**config.mk**
```make
export PLATFORM = sky130hd
export DESIGN_NAME = acc_core
export DESIGN_NICKNAME = d
export VERILOG_FILES = /design/src/rtl/acc_pkg.sv /design/src/rtl/acc_rst_sync.sv /design/src/rtl/acc_decode.sv /design/src/rtl/acc_regfile.sv /design/src/rtl/acc_flags.sv /design/src/rtl/acc_core.sv
export SDC_FILE = /design/constraint.sdc
export NUM_CORES = 1
export LEC_CHECK = 0
export BUFFER_PORTS_ARGS = -buffer_cell sky130_fd_sc_hd__buf_4
export CORE_MARGIN = 10
export CORE_UTILIZATION = 35
export CTS_CLUSTER_DIAMETER = 200
export DETAILED_ROUTE_END_ITERATION = 8
export GPL_ROUTABILITY_DRIVEN = 1
export GPL_TIMING_DRIVEN = 0
export SYNTH_ARGS = -nofsm -noshare
export SYNTH_HDL_FRONTEND = slang
export SYNTH_SLANG_ARGS = --single-unit
```
**constraint.sdc**
```tcl
create_clock -name clk -period 3.45 [get_ports clk]
set_input_delay 0.69 -clock clk [delete_from_list [all_inputs] [get_ports clk]]
set_output_delay 0.69 -clock clk [all_outputs]
set_load 0.02 [all_outputs]
```
**src/rtl/acc_pkg.sv**
```systemverilog
package acc_pkg;

  typedef enum logic [2:0] {
    ST_FETCH,
    ST_DECODE,
    ST_IMM,
    ST_MRD,
    ST_MWR,
    ST_STOP
  } state_e;

  typedef enum logic [3:0] {
    OP_NOP,
    OP_MOVRR,
    OP_LDMEM,
    OP_STMEM,
    OP_LDIMM,
    OP_STIMM,
    OP_INC,
    OP_DEC,
    OP_PIN,
    OP_POUT,
    OP_STOP
  } op_e;

  localparam logic [2:0] RSEL_A   = 3'd0;
  localparam logic [2:0] RSEL_H   = 3'd5;
  localparam logic [2:0] RSEL_L   = 3'd6;
  localparam logic [2:0] RSEL_MEM = 3'd7;

endpackage

```
**src/rtl/acc_rst_sync.sv**
```systemverilog
module acc_rst_sync #(
  parameter int STAGES = 2
) (
  input  logic clk,
  input  logic rst_n,
  output logic rst_sync_n
);
  logic [STAGES-1:0] sh_q;

  always_ff @(posedge clk or negedge rst_n) begin
    if (!rst_n) sh_q <= '0;
    else        sh_q <= {sh_q[STAGES-2:0], 1'b1};
  end

  assign rst_sync_n = sh_q[STAGES-1];
endmodule

```
**src/rtl/acc_decode.sv**
```systemverilog
module acc_decode
  import acc_pkg::*;
(
  input  logic [7:0] ir,
  output op_e        op,
  output logic [2:0] dst,
  output logic [2:0] src
);
  always_comb begin
    dst = ir[5:3];
    src = ir[2:0];
    op  = OP_NOP;
    unique case (ir[7:6])
      2'b11: begin
        if (ir == 8'hFF)            op = OP_STOP;
        else if (ir[2:0] == RSEL_MEM) op = OP_LDMEM;
        else if (ir[5:3] == RSEL_MEM) op = OP_STMEM;
        else                          op = OP_MOVRR;
      end
      2'b00: begin
        if (ir[7:1] == 7'd0)          op = OP_STOP;
        else if (ir[2:0] == 3'b110)   op = (ir[5:3] == RSEL_MEM) ? OP_STIMM : OP_LDIMM;
        else if (ir[5:3] != RSEL_MEM && ir[2:0] == 3'b000) op = OP_INC;
        else if (ir[5:3] != RSEL_MEM && ir[2:0] == 3'b001) op = OP_DEC;
        else                          op = OP_NOP;
      end
      2'b01: begin
        if (ir[0]) op = (ir[5:4] == 2'b00) ? OP_PIN : OP_POUT;
      end
      default: op = OP_NOP;
    endcase
  end
endmodule

```
**src/rtl/acc_regfile.sv**
```systemverilog
module acc_regfile #(
  parameter int NREG = 7,
  parameter int W    = 8,
  parameter int AW   = 3
) (
  input  logic          clk,
  input  logic          rst_n,
  input  logic          we,
  input  logic [AW-1:0] waddr,
  input  logic [W-1:0]  wdata,
  input  logic [AW-1:0] rs_addr,
  output logic [W-1:0]  rs_data,
  input  logic [AW-1:0] rd_addr,
  output logic [W-1:0]  rd_data,
  output logic [W-1:0]  a_val,
  output logic [W-1:0]  h_val,
  output logic [W-1:0]  l_val
);
  logic [NREG-1:0][W-1:0] bank;

  for (genvar i = 0; i < NREG; i++) begin : g_reg
    logic [W-1:0] q;
    logic         en;
    assign en = we && (waddr == AW'(i));
    always_ff @(posedge clk or negedge rst_n) begin
      if (!rst_n)  q <= '0;
      else if (en) q <= wdata;
    end
    assign bank[i] = q;
  end

  always_comb begin
    rs_data = '0;
    rd_data = '0;
    for (int i = 0; i < NREG; i++) begin
      if (rs_addr == AW'(i)) rs_data = bank[i];
      if (rd_addr == AW'(i)) rd_data = bank[i];
    end
  end

  assign a_val = bank[acc_pkg::RSEL_A];
  assign h_val = bank[acc_pkg::RSEL_H];
  assign l_val = bank[acc_pkg::RSEL_L];
endmodule

```
**src/rtl/acc_flags.sv**
```systemverilog
module acc_flags #(
  parameter int W = 8
) (
  input  logic [W-1:0] res,
  output logic         z,
  output logic         s,
  output logic         p
);
  assign z = (res == '0);
  assign s = res[W-1];
  assign p = ~^res;
endmodule

```
**src/rtl/acc_core.sv**
```systemverilog
module acc_core
  import acc_pkg::*;
#(
  parameter int DATA_W = 8,
  parameter int ADDR_W = 14,
  parameter int PORT_W = 5,
  parameter int NREG   = 7
) (
  input  logic              clk,
  input  logic              rst_n,
  output logic [ADDR_W-1:0] mem_addr,
  output logic              mem_rd,
  output logic              mem_wr,
  output logic [DATA_W-1:0] mem_wdata,
  input  logic [DATA_W-1:0] mem_rdata,
  output logic [PORT_W-1:0] io_port,
  output logic              io_rd,
  output logic              io_wr,
  output logic [DATA_W-1:0] io_wdata,
  input  logic [DATA_W-1:0] io_rdata,
  input  logic              irq,
  output logic              halted,
  output logic              flag_c,
  output logic              flag_z,
  output logic              flag_s,
  output logic              flag_p
);
  localparam int HBITS = ADDR_W - DATA_W;
  localparam int RAW   = 3;

  logic rst_i_n;
  acc_rst_sync #(.STAGES(2)) u_rst (.clk(clk), .rst_n(rst_n), .rst_sync_n(rst_i_n));

  state_e            state_q, state_d;
  logic [ADDR_W-1:0] pc_q, pc_d;
  logic [7:0]        ir_q, ir_d;
  logic [DATA_W-1:0] tmp_q, tmp_d;
  logic              c_q, z_q, s_q, p_q;
  logic              c_d, z_d, s_d, p_d;

  op_e               op;
  logic [RAW-1:0]    dst, src;
  logic              rf_we;
  logic [RAW-1:0]    rf_waddr;
  logic [DATA_W-1:0] rf_wdata, rs_data, rd_data, a_val, h_val, l_val;
  logic [DATA_W-1:0] alu_res;
  logic              fz, fs, fp, flag_en;
  logic [ADDR_W-1:0] hl_addr;

  acc_decode u_dec (.ir(ir_q), .op(op), .dst(dst), .src(src));

  acc_regfile #(.NREG(NREG), .W(DATA_W), .AW(RAW)) u_rf (
    .clk(clk), .rst_n(rst_i_n),
    .we(rf_we), .waddr(rf_waddr), .wdata(rf_wdata),
    .rs_addr(src), .rs_data(rs_data),
    .rd_addr(dst), .rd_data(rd_data),
    .a_val(a_val), .h_val(h_val), .l_val(l_val)
  );

  acc_flags #(.W(DATA_W)) u_flg (.res(alu_res), .z(fz), .s(fs), .p(fp));

  assign hl_addr = {h_val[HBITS-1:0], l_val};
  assign alu_res = (op == OP_DEC) ? rd_data - 1'b1 : rd_data + 1'b1;

  // next-state logic
  always_comb begin
    state_d   = state_q;
    pc_d      = pc_q;
    ir_d      = ir_q;
    tmp_d     = tmp_q;
    rf_we     = 1'b0;
    rf_waddr  = dst;
    rf_wdata  = '0;
    mem_addr  = pc_q;
    mem_rd    = 1'b0;
    mem_wr    = 1'b0;
    mem_wdata = tmp_q;
    io_rd     = 1'b0;
    io_wr     = 1'b0;
    io_port   = ir_q[PORT_W:1];
    io_wdata  = a_val;
    flag_en   = 1'b0;
    unique case (state_q)
      ST_FETCH: begin
        mem_rd  = 1'b1;
        ir_d    = mem_rdata;
        pc_d    = pc_q + 1'b1;
        state_d = ST_DECODE;
      end
      ST_DECODE: begin
        state_d = ST_FETCH;
        unique case (op)
          OP_MOVRR: begin
            rf_we    = 1'b1;
            rf_wdata = rs_data;
          end
          OP_LDMEM: state_d = ST_MRD;
          OP_STMEM: begin
            tmp_d   = rs_data;
            state_d = ST_MWR;
          end
          OP_LDIMM, OP_STIMM: state_d = ST_IMM;
          OP_INC, OP_DEC: begin
            rf_we    = 1'b1;
            rf_wdata = alu_res;
            flag_en  = 1'b1;
          end
          OP_PIN: begin
            io_rd    = 1'b1;
            rf_we    = 1'b1;
            rf_waddr = RSEL_A;
            rf_wdata = io_rdata;
          end
          OP_POUT: io_wr = 1'b1;
          OP_STOP: state_d = ST_STOP;
          default: state_d = ST_FETCH;
        endcase
      end
      ST_IMM: begin
        mem_rd = 1'b1;
        pc_d   = pc_q + 1'b1;
        if (op == OP_STIMM) begin
          tmp_d   = mem_rdata;
          state_d = ST_MWR;
        end else begin
          rf_we    = 1'b1;
          rf_wdata = mem_rdata;
          state_d  = ST_FETCH;
        end
      end
      ST_MRD: begin
        mem_addr = hl_addr;
        mem_rd   = 1'b1;
        rf_we    = 1'b1;
        rf_wdata = mem_rdata;
        state_d  = ST_FETCH;
      end
      ST_MWR: begin
        mem_addr = hl_addr;
        mem_wr   = 1'b1;
        state_d  = ST_FETCH;
      end
      ST_STOP: begin
        if (irq) state_d = ST_FETCH;
      end
      default: state_d = ST_FETCH;
    endcase
  end

  always_comb begin
    c_d = c_q;
    z_d = flag_en ? fz : z_q;
    s_d = flag_en ? fs : s_q;
    p_d = flag_en ? fp : p_q;
  end

  // registers
  always_ff @(posedge clk or negedge rst_i_n) begin
    if (!rst_i_n) begin
      state_q <= ST_FETCH;
      pc_q    <= '0;
      ir_q    <= '0;
      tmp_q   <= '0;
      c_q     <= 1'b0;
      z_q     <= 1'b0;
      s_q     <= 1'b0;
      p_q     <= 1'b0;
    end else begin
      state_q <= state_d;
      pc_q    <= pc_d;
      ir_q    <= ir_d;
      tmp_q   <= tmp_d;
      c_q     <= c_d;
      z_q     <= z_d;
      s_q     <= s_d;
      p_q     <= p_d;
    end
  end

  assign halted = (state_q == ST_STOP);
  assign flag_c = c_q;
  assign flag_z = z_q;
  assign flag_s = s_q;
  assign flag_p = p_q;
endmodule

```
==> summary.txt, run 1 <==
Setup path
  – Crit path capture type: flop
  – Worst path most repeated cell: xnor2_1
  – CP Cell Sequence: buf_8 -> or4_4 -> nor3_4 -> nand2_2 -> inv_4 -> ha_4 -> a21o_1 -> a21o_1 -> a221oi_4 -> o21ai_2 -> xor2_1 -> ha_1 -> xnor2_1 -> xnor2_1 -> xnor2_1 -> o21ai_1
  – CP max stage delay: 0.54 ns
  – Setup CP Type: reg2reg
  – Slowest cell on crit path: or4_4
  – Crit path DAT: 3.96 ns
  – Nature of the critical path startpoint: flop
  – Worst-path fanout max: 7
  – Crit-path leading delay family: simple AND/OR/NAND/NOR gates
  – CP Buf/Inv Count: 2
  – Required time of the critical path: 3.69 ns

STA
  – Final hold violation count: 0
  – Worst slew pin tran: 1.21 ns
  – Fmax: 269 MHz
  – Tcrit/Tclk final: 108%
  – Final setup fails: 23
  – Fin crit period: 3.72 ns
  – Slew HR: 18.9%
  – Final Max Tran Viols: 0
  – Skew final: 0.0118 ns
  – PnR worst setup slack: -0.270 ns
  – RSZ-0062 raised after global routing: yes

CTS
  – Skew-Pair Late Insertion Delay: 0.37 ns
  – CTS tree: built
  – Max Buffers Root-to-Sink: 2
  – Worst-path clk slew: 0.07 ns
  – Hold_buf cts: 0
  – Clock Sinks: 94
  – Cts bufs inserted: 9
  – Clk root buf: clkbuf_16
  – # H-tree levels: 3

Synth
  – Synth Register Bits: 94
  – Synth Area in XOR/XNOR: 3.58%
  – Synth Area in Adders: 2.68%
  – YS warnings: 0
  – Post-synthesis instance total: 568
  – Area contributors post-synth: dfrtp_1 40%, mux2_2 15%, o21ai_0 3.8%
  – Area leader, netlist: dfrtp_1
  – Post-synthesis cell area: 0.00588 mm²
  – Post-synthesis mux area share: 20.9%
  – Top post-synthesis cells by count: 94 x dfrtp_1, 79 x mux2_2, 55 x nand2_1, 45 x o21ai_0, 29 x nor2_1
  – Post-Synth Simple-Gate Area: 15.1%
  – Complex-gate fraction of the synthesized area: 14.3%
  – EDFF count, synth: 0
  – Post-synth top area share: 40.0%
  – Cell variety after synth: 66
  – Seq/Total Area, Yosys: 40.0%
  – Largest family of logic cells by synthesized area: multiplexers
  – Share of flip-flops with an asynchronous set or reset: 100%
  – Syn_nets: 599
  – Syn avg cell area: 10.4 µm²
  – Most common cell in the netlist: dfrtp_1
  – Dominant synthesized flop cell: dfrtp_1

Power and ir drop
  – Peak VDD IR: 0.634 mV
  – Leakage: 3.41 nW
  – Switching portion of total power: 44.2%
  – P per Cell Area: 909 mW/mm²
  – P_int: 3.82 mW
  – Switch Pwr: 3.04 mW
  – Logic pwr share: 57.5%
  – Reg power frac: 26.9%
  – Clock Power Share: 15.6%

Routing
  – Initial DRC Count: 316
  – Residual DRC: 0
  – Routed vias/inst: 5.54
  – Total wire length: 18.7 mm
  – WL per Instance: 20.8 µm
  – Post-route ant nets: 0
  – Routed via count: 4,979
  – TritonRoute pass-1 iters: 5

Die
  – IO Count: 63
  – Initial Util: 35.6%
  – DIE AREA: 0.0224 mm²
  – Rows: 47
  – Die Wd: 150 µm
  – Die Height: 150 µm
  – Core Area: 0.0165 mm²

Flow run
  – MaxCap Viol Count: 0

Cells and area
  – Cell Count, Final, Fillers Out: 898
  – P&R area growth vs syn: 28.4%
  – Register area: 0.00236 mm²
  – Final #Nets: 704
  – Final core utilization: 45.7%
  – Multi-input logic area: 0.00355 mm²
  – Layout cell share with drive strength beyond 1: 40.6%
  – Post-route cell area: 0.00755 mm²
  – Antenna Cells: 0
  – Fillers: 1,535

GRT
  – Largest net degree at the start of global routing: 66
  – First-pass GRT wire length: 29.3 mm
  – Vias in the first global route: 5,109
  – Total GRT Usage: 16.8%
  – Grt ovf: 0
  – Initial antenna violation count: 0

Placed design
  – IO Port Bufs: 61
  – Placed insts: 850
  – Pre-CTS setup slack: -0.947 ns
  – RePlAce Congestion: 0.925
  – Area post-placement: 0.00668 mm²
  – Hpwl dp: 13.7 mm

Run status
  – Status: finished with violations
  – Failing checks: negative setup slack

Min path
  – Hold Crit Class: in2async
[layout by cell type (no fill, tap or decap), types with 5 or more instances in the layout]
cell / netlist / routed
buf_4: 6 / 96
dfrtp_1: 94 / 89
mux2_2: 79 / 68
nand2_1: 55 / 52
o21ai_0: 45 / 37
nor2_1: 29 / 29
a21oi_1: 23 / 21
mux2i_1: 17 / 16
xnor2_1: 17 / 16
mux2_4: 0 / 12
a211oi_1: 11 / 11
clkbuf_1: 23 / 10
ha_1: 11 / 10
clkbuf_16: 0 / 9
clkbuf_2: 1 / 8
o22ai_1: 8 / 8
o211ai_1: 8 / 8
mux4_2: 7 / 7
nand3_1: 7 / 7
xor2_1: 7 / 6
nand4_1: 6 / 6
buf_6: 1 / 5
o21ai_1: 0 / 5
nor2b_1: 6 / 5
nor3_4: 1 / 5
and2_1: 5 / 5
nand3b_1: 5 / 5
nor3_1: 5 / 5
a2bb2oi_1: 5 / 5
and3b_1: 5 / 5
or3_1: 5 / 5
[through the flow]
step                TNS (ns)  hold WS (ns)  total power [mW]
floorplan             -0.140         0.331              4.16
global placement      -60.18         0.336              5.22
detailed placement    -27.08         0.273              5.29
CTS                   -0.572        0.0847              6.68
global route           -6.49        0.0764              7.31
finish                 -1.81        0.0906              6.86
[metal layers]
layer,GRT usage (%),wire [µm],vias to the layer above
li1,-,-,2290
met1,21.4,8220,2475
met2,26.4,8580,178
met3,5.62,1480,36
met4,5.45,393,0
met5,0,0,-
[cell type report]
type | instances | share of cell area [%]
plain buffers | 34 | 3.02
clock buffers | 11 | 3.35
clock inverters | 5 | 0.862
inverters | 6 | 0.348
multi-input cells | 432 | 47.0
flip-flops and latches | 94 | 31.3
well taps | 220 | 3.65
repair buffers | 96 | 10.5
[worst paths after layout]
check / startpoint / end / slack (ns) / cells after the start
max in group asynchronous: u_rst.sh_q[1] / ir_q[3] / 2.53 / 1
worst min register to register: u_rst.sh_q[1] / u_rf.l_val[5] / 0.26 / 0
worst max-delay path: ir_q[7] / flag_p / -0.27 / 16
worst min-delay path: rst_n / u_rst.sh_q[1] / 0.09 / 1
worst max register to register: ir_q[7] / flag_p / -0.27 / 16
min in group clk: u_rst.sh_q[0] / u_rst.sh_q[1] / 0.35 / 0
[sequential cells by signal, indices dropped and copies added (netlist names)]
signal      flops
u_rf.a_val      8
ir_q            8
flag_s          1
state_q         3
flag_p          1
u_rf.g.q       32
pc_q           14
u_rst.sh_q      2
u_rf.h_val      8
flag_z          1
mem_wdata       8
u_rf.l_val      8
[power by group through the flow]
stage / Clock (mW) / Sequential (mW) / Combinational (mW)
finish: 1.07 / 1.85 / 3.94
CTS: 1.10 / 1.83 / 3.75
global route: 1.14 / 1.90 / 4.27
floorplan: 0 / 1.85 / 2.31
detailed placement: 0 / 1.87 / 3.42
global placement: 0 / 1.87 / 3.36
[kinds of logic after synthesis]
kind of cell	count (synthesis)
AND/OR/NAND/NOR	163
AO/OA/AOI/OAI	127
multiplexers	104
flip-flops	94
buffers and inverters	42
XOR/XNOR	24
adder cells (fa/ha/maj)	12
other	2
[worst reg2reg max path, delay by kind of cell, from the launching register on]
family | cells | cell delay [ns]
flip-flops | 1 | 0.38
buffers and inverters | 2 | 0.22
adder cells (fa/ha/maj) | 2 | 0.48
AO/OA/AOI/OAI | 5 | 0.89
XOR/XNOR | 4 | 0.70
AND/OR/NAND/NOR | 3 | 0.92
[timing repair]
action,in CTS,in global routing
buffers inserted,26,11
endpoints found under the setup margin,65,67
gates resized for setup,44,36
hold endpoints to repair,0,0
pin swaps,21,20
Power figures use the tool's default switching activity.
==> inputs of run 2 (changes only) <==
Settings changed: CORE_UTILIZATION 35 to 40, SKIP_CTS_REPAIR_TIMING set to 1.
==> summary.txt, run 2 (same netlist as run 1, synthesis figures left out) <==
Run status
  – Status: finished with violations (unchanged)
  – Failing checks: negative setup slack (unchanged)

Die
  – Die Wd: 141 µm (was 150 µm)
  – Core Area: 0.0145 mm² (was 0.0165 mm²)
  – DIE AREA: 0.0199 mm² (was 0.0224 mm²)
  – IO Count: 63 (unchanged)
  – Rows: 44 (was 47)
  – Initial Util: 40.6% (was 35.6%)
  – Die Height: 141 µm (was 150 µm)

STA
  – Final hold violation count: 0 (unchanged)
  – Final setup fails: 17 (was 23)
  – Fmax: 263 MHz (was 269 MHz)
  – Tcrit/Tclk final: 110% (was 108%)
  – PnR worst setup slack: -0.357 ns (was -0.270 ns)
  – Slew HR: 11.3% (was 18.9%)
  – Final Max Tran Viols: 0 (unchanged)
  – Fin crit period: 3.81 ns (was 3.72 ns)
  – Worst hold margin: 0.106 ns (was 0.0906 ns)
  – Skew final: 0.00843 ns (was 0.0118 ns)
  – RSZ-0062 raised after global routing: yes (unchanged)
  – TNS Setup: -2.93 ns (was -1.81 ns)
  – Worst slew pin tran: 1.32 ns (was 1.21 ns)

Routing
  – Post-route ant nets: 0 (unchanged)
  – WL per Instance: 21.1 µm (was 20.8 µm)
  – TritonRoute pass-1 iters: 5 (unchanged)
  – Routed vias/inst: 5.71 (was 5.54)
  – Routed via count: 4,887 (was 4,979)
  – Residual DRC: 0 (unchanged)
  – Initial DRC Count: 369 (was 316)
  – Total wire length: 18.0 mm (was 18.7 mm)

Setup path
  – FF-to-FF setup slack: -0.36 ns (was -0.27 ns)
  – Reg-to-Reg End: flag_p (unchanged)
  – Required time of the critical path: 3.68 ns (was 3.69 ns)
  – Slowest cell on crit path: or4_4 (unchanged)
  – CP Cell Sequence: buf_6 -> or4_4 -> nor3_4 -> nand2_2 -> clkinv_4 -> ha_4 -> a21o_1 -> a21o_1 -> a221oi_4 -> o21ai_2 -> xor2_1 -> ha_1 -> xnor2_2 -> xnor2_1 -> xnor2_1 -> o21ai_1 (was buf_8 -> or4_4 -> nor3_4 -> nand2_2 -> inv_4 -> ha_4 -> a21o_1 -> a21o_1 -> a221oi_4 -> o21ai_2 -> xor2_1 -> ha_1 -> xnor2_1 -> xnor2_1 -> xnor2_1 -> o21ai_1)
  – CP max stage delay: 0.53 ns (was 0.54 ns)
  – Worst flop-to-flop path startpoint: ir_q[2] (was ir_q[7])
  – Worst R2R Path Depth: 16 (unchanged)
  – Nature of the critical path startpoint: flop (unchanged)
  – Crit path capture type: flop (unchanged)
  – Crit-path leading delay family: simple AND/OR/NAND/NOR gates (unchanged)
  – Worst-path fanout max: 7 (unchanged)
  – CP Buf/Inv Count: 2 (unchanged)
  – Setup CP Type: reg2reg (unchanged)
  – Crit path DAT: 4.04 ns (was 3.96 ns)

Placed design
  – RePlAce Congestion: 0.931 (was 0.925)
  – IO Port Bufs: 61 (unchanged)
  – Hpwl dp: 13.4 mm (was 13.7 mm)
  – Pre-CTS setup slack: -0.900 ns (was -0.947 ns)
  – Area post-placement: 0.00664 mm² (was 0.00668 mm²)
  – Placed insts: 814 (was 850)

Cells and area
  – Largest register FFs: 32 (unchanged)
  – Most frequent cells in the layout: 93 x buf_4, 89 x dfrtp_1, 76 x mux2_2 (was 96 x buf_4, 89 x dfrtp_1, 68 x mux2_2)
  – Register area: 0.00236 mm² (unchanged)
  – Fillers: 1,309 (was 1,535)
  – Antenna Cells: 0 (unchanged)
  – Top flop regs: u_rf.g.q (32), pc_q (14) (unchanged)
  – Final core utilization: 50.8% (was 45.7%)
  – Layout cell share with drive strength beyond 1: 39.1% (was 40.6%)
  – Multi-input logic area: 0.00350 mm² (was 0.00355 mm²)
  – Commonest non-fill, non-tap cell in the layout: buf_4 (unchanged)
  – P&R area growth vs syn: 25.0% (was 28.4%)
  – Cell Count, Final, Fillers Out: 856 (was 898)
  – Post-route cell area: 0.00735 mm² (was 0.00755 mm²)
  – Final #Nets: 698 (was 704)
  – Biggest register: u_rf.g.q (unchanged)

Power and ir drop
  – Reg power frac: 27.9% (was 26.9%)
  – Switch Pwr: 2.97 mW (was 3.04 mW)
  – Logic pwr share: 57.6% (was 57.5%)
  – Switching portion of total power: 44.7% (was 44.2%)
  – Leakage: 3.31 nW (was 3.41 nW)
  – Peak VDD IR: 0.447 mV (was 0.634 mV)
  – P per Cell Area: 905 mW/mm² (was 909 mW/mm²)
  – Final Power: 6.65 mW (was 6.86 mW)
  – P_int: 3.68 mW (was 3.82 mW)
  – Clock Power Share: 14.5% (was 15.6%)

Min path
  – Hold Crit Class: in2async (unchanged)

CTS
  – # H-tree levels: 3 (unchanged)
  – CTS tree: built (unchanged)
  – Clk root buf: clkbuf_16 (unchanged)
  – Skew-Pair Late Insertion Delay: 0.35 ns (was 0.37 ns)
  – Max Buffers Root-to-Sink: 2 (unchanged)
  – Worst-path clk slew: 0.07 ns (about the same)
  – Clock Sinks: 94 (unchanged)
  – Cts bufs inserted: 9 (unchanged)

GRT
  – Vias in the first global route: 4,743 (was 5,109)
  – Largest net degree at the start of global routing: 66 (unchanged)
  – Total GRT Usage: 17.5% (was 16.8%)
  – First-pass GRT wire length: 27.5 mm (was 29.3 mm)
  – Grt ovf: 0 (unchanged)
  – Initial antenna violation count: 0 (unchanged)

Flow run
  – MaxCap Viol Count: 0 (unchanged)
[run 2: cell count changes in the layout (fill, tap and decap cells not counted), moves of 2 or more]
cell,previous run,this run
clkbuf_1,10,13
inv_6,1,3
clkinvlp_4,0,4
mux2_4,12,3
clkinv_4,3,1
buf_4,96,93
clkbuf_8,4,2
mux2_2,68,76
buf_6,5,3
[run 2: worst register-to-register path: stages, from the launching register on]
cell and delay, ns:
dfrtp_1 0.39, buf_6 0.13, or4_4 0.53, nor3_4 0.26, nand2_2 0.13, clkinv_4 0.11
ha_4 0.22, a21o_1 0.17, a21o_1 0.19, a221oi_4 0.32, o21ai_2 0.11, xor2_1 0.19
ha_1 0.36, xnor2_2 0.16, xnor2_1 0.20, xnor2_1 0.14, o21ai_1 0.07
[run 2: how the worst max path moves through the flow]
stage / start / end / slack (ns) / depth (start not counted)
2_1_floorplan: ir_q[7] / flag_p / -0.14 / 16
3_3_place_gp: ir_q[4] / flag_p / -0.83 / 15
3_5_place_dp: ir_q[3] / flag_p / -0.90 / 15
4_1_cts: ir_q[3] / flag_p / -0.94 / 15
5_1_grt: ir_q[2] / flag_p / -0.53 / 16
6_report: ir_q[2] / flag_p / -0.36 / 16
[run 2: final cells by class]
type / count / share of cell area [%]
clock inverter: 5 / 0.562
tap: 184 / 3.13
multi-input combinational: 432 / 47.7
buffer: 36 / 2.96
timing repair buffer: 88 / 9.77
inverter: 6 / 0.477
sequential: 94 / 32.1
clock buffer: 11 / 3.30
[run 2: power by group through the flow]
stage / clock network [mW] / registers (mW) / logic (mW)
finish: 0.965 / 1.85 / 3.83
global placement: 0 / 1.87 / 3.33
floorplan: 0 / 1.85 / 2.31
detailed placement: 0 / 1.87 / 3.39
CTS: 0.992 / 1.85 / 3.40
global route: 1.03 / 1.91 / 4.13
[run 2: layer usage]
layer	track usage [%]	share of wire, %	up-vias
li1	-	-	2295
met1	22.6	44	2408
met2	28.3	47	160
met3	4.10	6.2	24
met4	5.16	1.9	0
met5	0	0	-
==> inputs of run 3 (changes only) <==
Settings changed: CORE_UTILIZATION 40 to 60, PLACE_DENSITY set to 0.81.
==> summary.txt, run 3 (same netlist as run 1, synthesis figures left out) <==
GRT
  – First-pass GRT wire length: 26.8 mm (was 27.5 mm)
  – Vias in the first global route: 4,892 (was 4,743)
  – Total GRT Usage: 23.7% (was 17.5%)
  – Grt ovf: 0 (unchanged)
  – Largest net degree at the start of global routing: 49 (was 66)
  – Initial antenna violation count: 0 (unchanged)

Cells and area
  – P&R area growth vs syn: 21.8% (was 25.0%)
  – Final #Nets: 695 (was 698)
  – Cell Count, Final, Fillers Out: 802 (was 856)
  – Antenna Cells: 0 (unchanged)
  – Most frequent cells in the layout: 90 x buf_4, 89 x dfrtp_1, 76 x mux2_2 (was 93 x buf_4, 89 x dfrtp_1, 76 x mux2_2)
  – Final core utilization: 74.3% (was 50.8%)
  – Largest register FFs: 32 (unchanged)
  – Fillers: 746 (was 1,309)
  – Layout cell share with drive strength beyond 1: 38.7% (was 39.1%)
  – Commonest non-fill, non-tap cell in the layout: buf_4 (unchanged)
  – Biggest register: u_rf.g.q (unchanged)
  – Top flop regs: u_rf.g.q (32), pc_q (14) (unchanged)
  – Post-route cell area: 0.00716 mm² (was 0.00735 mm²)

Setup path
  – Crit path DAT: 4.01 ns (was 4.04 ns)
  – Worst-path fanout max: 8 (was 7)
  – CP max stage delay: 0.54 ns (was 0.53 ns)
  – Required time of the critical path: 3.71 ns (was 3.68 ns)
  – CP Buf/Inv Count: 2 (unchanged)
  – Crit path capture type: flop (unchanged)
  – Nature of the critical path startpoint: flop (unchanged)
  – CP Cell Sequence: buf_8 -> or4_4 -> nor3_4 -> nand2_2 -> clkinv_4 -> ha_4 -> a21o_1 -> a21o_1 -> a221oi_4 -> o21ai_2 -> xor2_1 -> ha_1 -> xnor2_2 -> xnor2_2 -> xnor2_1 -> o21ai_1 (was buf_6 -> or4_4 -> nor3_4 -> nand2_2 -> clkinv_4 -> ha_4 -> a21o_1 -> a21o_1 -> a221oi_4 -> o21ai_2 -> xor2_1 -> ha_1 -> xnor2_2 -> xnor2_1 -> xnor2_1 -> o21ai_1)
  – Cell count along the critical path: 16 (unchanged)
  – Slowest cell on crit path: or4_4 (unchanged)
  – Crit-path leading delay family: simple AND/OR/NAND/NOR gates (unchanged)
  – Worst R2R Path Depth: 16 (unchanged)
  – Setup CP Type: reg2reg (unchanged)

Power and ir drop
  – P per Cell Area: 915 mW/mm² (was 905 mW/mm²)
  – Peak VDD IR: 0.453 mV (was 0.447 mV)
  – Leakage: 3.28 nW (was 3.31 nW)
  – Final Power: 6.55 mW (was 6.65 mW)

STA
  – PnR worst setup slack: -0.298 ns (was -0.357 ns)
  – Fin crit period: 3.75 ns (was 3.81 ns)
  – Slew HR: 16.3% (was 11.3%)
  – Skew final: 0.0159 ns (was 0.00843 ns)
  – Fmax: 267 MHz (was 263 MHz)
  – Final hold violation count: 0 (unchanged)
  – Worst hold margin: 0.0727 ns (was 0.106 ns)
  – Final setup fails: 16 (was 17)
  – Final Max Tran Viols: 0 (unchanged)
  – RSZ-0062 raised after global routing: yes (unchanged)
  – Worst slew pin tran: 1.25 ns (was 1.32 ns)
  – Tcrit/Tclk final: 109% (was 110%)
  – TNS Setup: -1.60 ns (was -2.93 ns)

Die
  – IO Count: 63 (unchanged)
  – Die Wd: 119 µm (was 141 µm)
  – DIE AREA: 0.0142 mm² (was 0.0199 mm²)
  – Rows: 36 (was 44)
  – Core Area: 0.00964 mm² (was 0.0145 mm²)
  – Die Height: 119 µm (was 141 µm)
  – Initial Util: 61.0% (was 40.6%)

Placed design
  – Placed insts: 763 (was 814)
  – RePlAce Congestion: 0.953 (was 0.931)
  – IO Port Bufs: 61 (unchanged)
  – Area post-placement: 0.00658 mm² (was 0.00664 mm²)
  – Hpwl dp: 12.6 mm (was 13.4 mm)
  – Pre-CTS setup slack: -0.842 ns (was -0.900 ns)

Routing
  – Post-route ant nets: 0 (unchanged)
  – TritonRoute pass-1 iters: 7 (was 5)
  – Total wire length: 17.5 mm (was 18.0 mm)
  – Residual DRC: 0 (unchanged)
  – Routed via count: 5,019 (was 4,887)
  – Routed vias/inst: 6.26 (was 5.71)
  – WL per Instance: 21.8 µm (was 21.1 µm)
  – Initial DRC Count: 417 (was 369)

CTS
  – Skew-Pair Late Insertion Delay: 0.39 ns (was 0.35 ns)
  – CTS tree: built (unchanged)
  – # H-tree levels: 3 (unchanged)
  – Clk root buf: clkbuf_8 (was clkbuf_16)
  – Cts bufs inserted: 9 (unchanged)
  – Max Buffers Root-to-Sink: 2 (unchanged)
  – Clock Sinks: 94 (unchanged)
  – Worst-path clk slew: 0.10 ns (was 0.07 ns)

Flow run
  – MaxCap Viol Count: 0 (unchanged)

Run status
  – Status: finished with violations (unchanged)
  – Failing checks: negative setup slack (unchanged)

Min path
  – Hold Crit Class: in2async (unchanged)
## run 3: changes by cell type in the layout (fill, tap and decap cells not counted), moves of 2 or more
cell	delta
o21ai_1	-2
buf_4	-3
clkinv_2	+2
clkinv_4	+2
bufinv_16	+2
clkbuf_16	-9
inv_6	-2
o21ai_2	+2
clkbuf_8	+7
clkinvlp_4	-3
## run 3: worst paths after layout
| kind | from | to | slack (ns) |
|---|---|---|---|
| worst max-delay path | ir_q[7] | flag_p | -0.30 |
| worst min-delay path | rst_n | u_rst.sh_q[1] | 0.07 |
| worst max register to register | ir_q[7] | flag_p | -0.30 |
| worst min register to register | u_rst.sh_q[0] | u_rst.sh_q[1] | 0.37 |
| max in group asynchronous | u_rst.sh_q[1] | u_rf.g_reg[4].q[1] | 2.42 |
| min in group clk | u_rst.sh_q[0] | u_rst.sh_q[1] | 0.37 |
## run 3: area by class of cell
cell class                 count  area (µm²)  area share [%]
timing repair buffer          85         671            9.37
tap                          133         166            2.32
inverter                       6        31.3           0.437
clock inverter                 7        96.3            1.35
clock buffer                   9         124            1.73
multi-input combinational    432        3480            48.6
sequential                    94        2360            33.0
buffer                        36         231            3.23
## run 3: worst register-to-register path, delay by kind of cell (launching register included)
| family | cells | cell delay, ns |
|---|---|---|
| flops | 1 | 0.40 |
| buf+inv | 2 | 0.24 |
| xor+xnor | 4 | 0.64 |
| compound gates | 5 | 0.85 |
| fa+ha+maj | 2 | 0.55 |
| simple gates | 3 | 0.94 |
## run 3: report_power, final
group          switching, mW  total (mW)  leakage [nW]  internal, mW
Combinational           2.15        3.87          1.93          1.72
Clock                  0.426       0.837         0.114         0.411
Sequential             0.391        1.85          1.24          1.46
## run 3: routing by layer
metal	vias up	wire, µm	GRT usage, %
li1	2285	-	-
met1	2456	7460	30.3
met2	230	8330	38.8
met3	48	1150	4.68
met4	0	565	9.01
met5	-	0	0
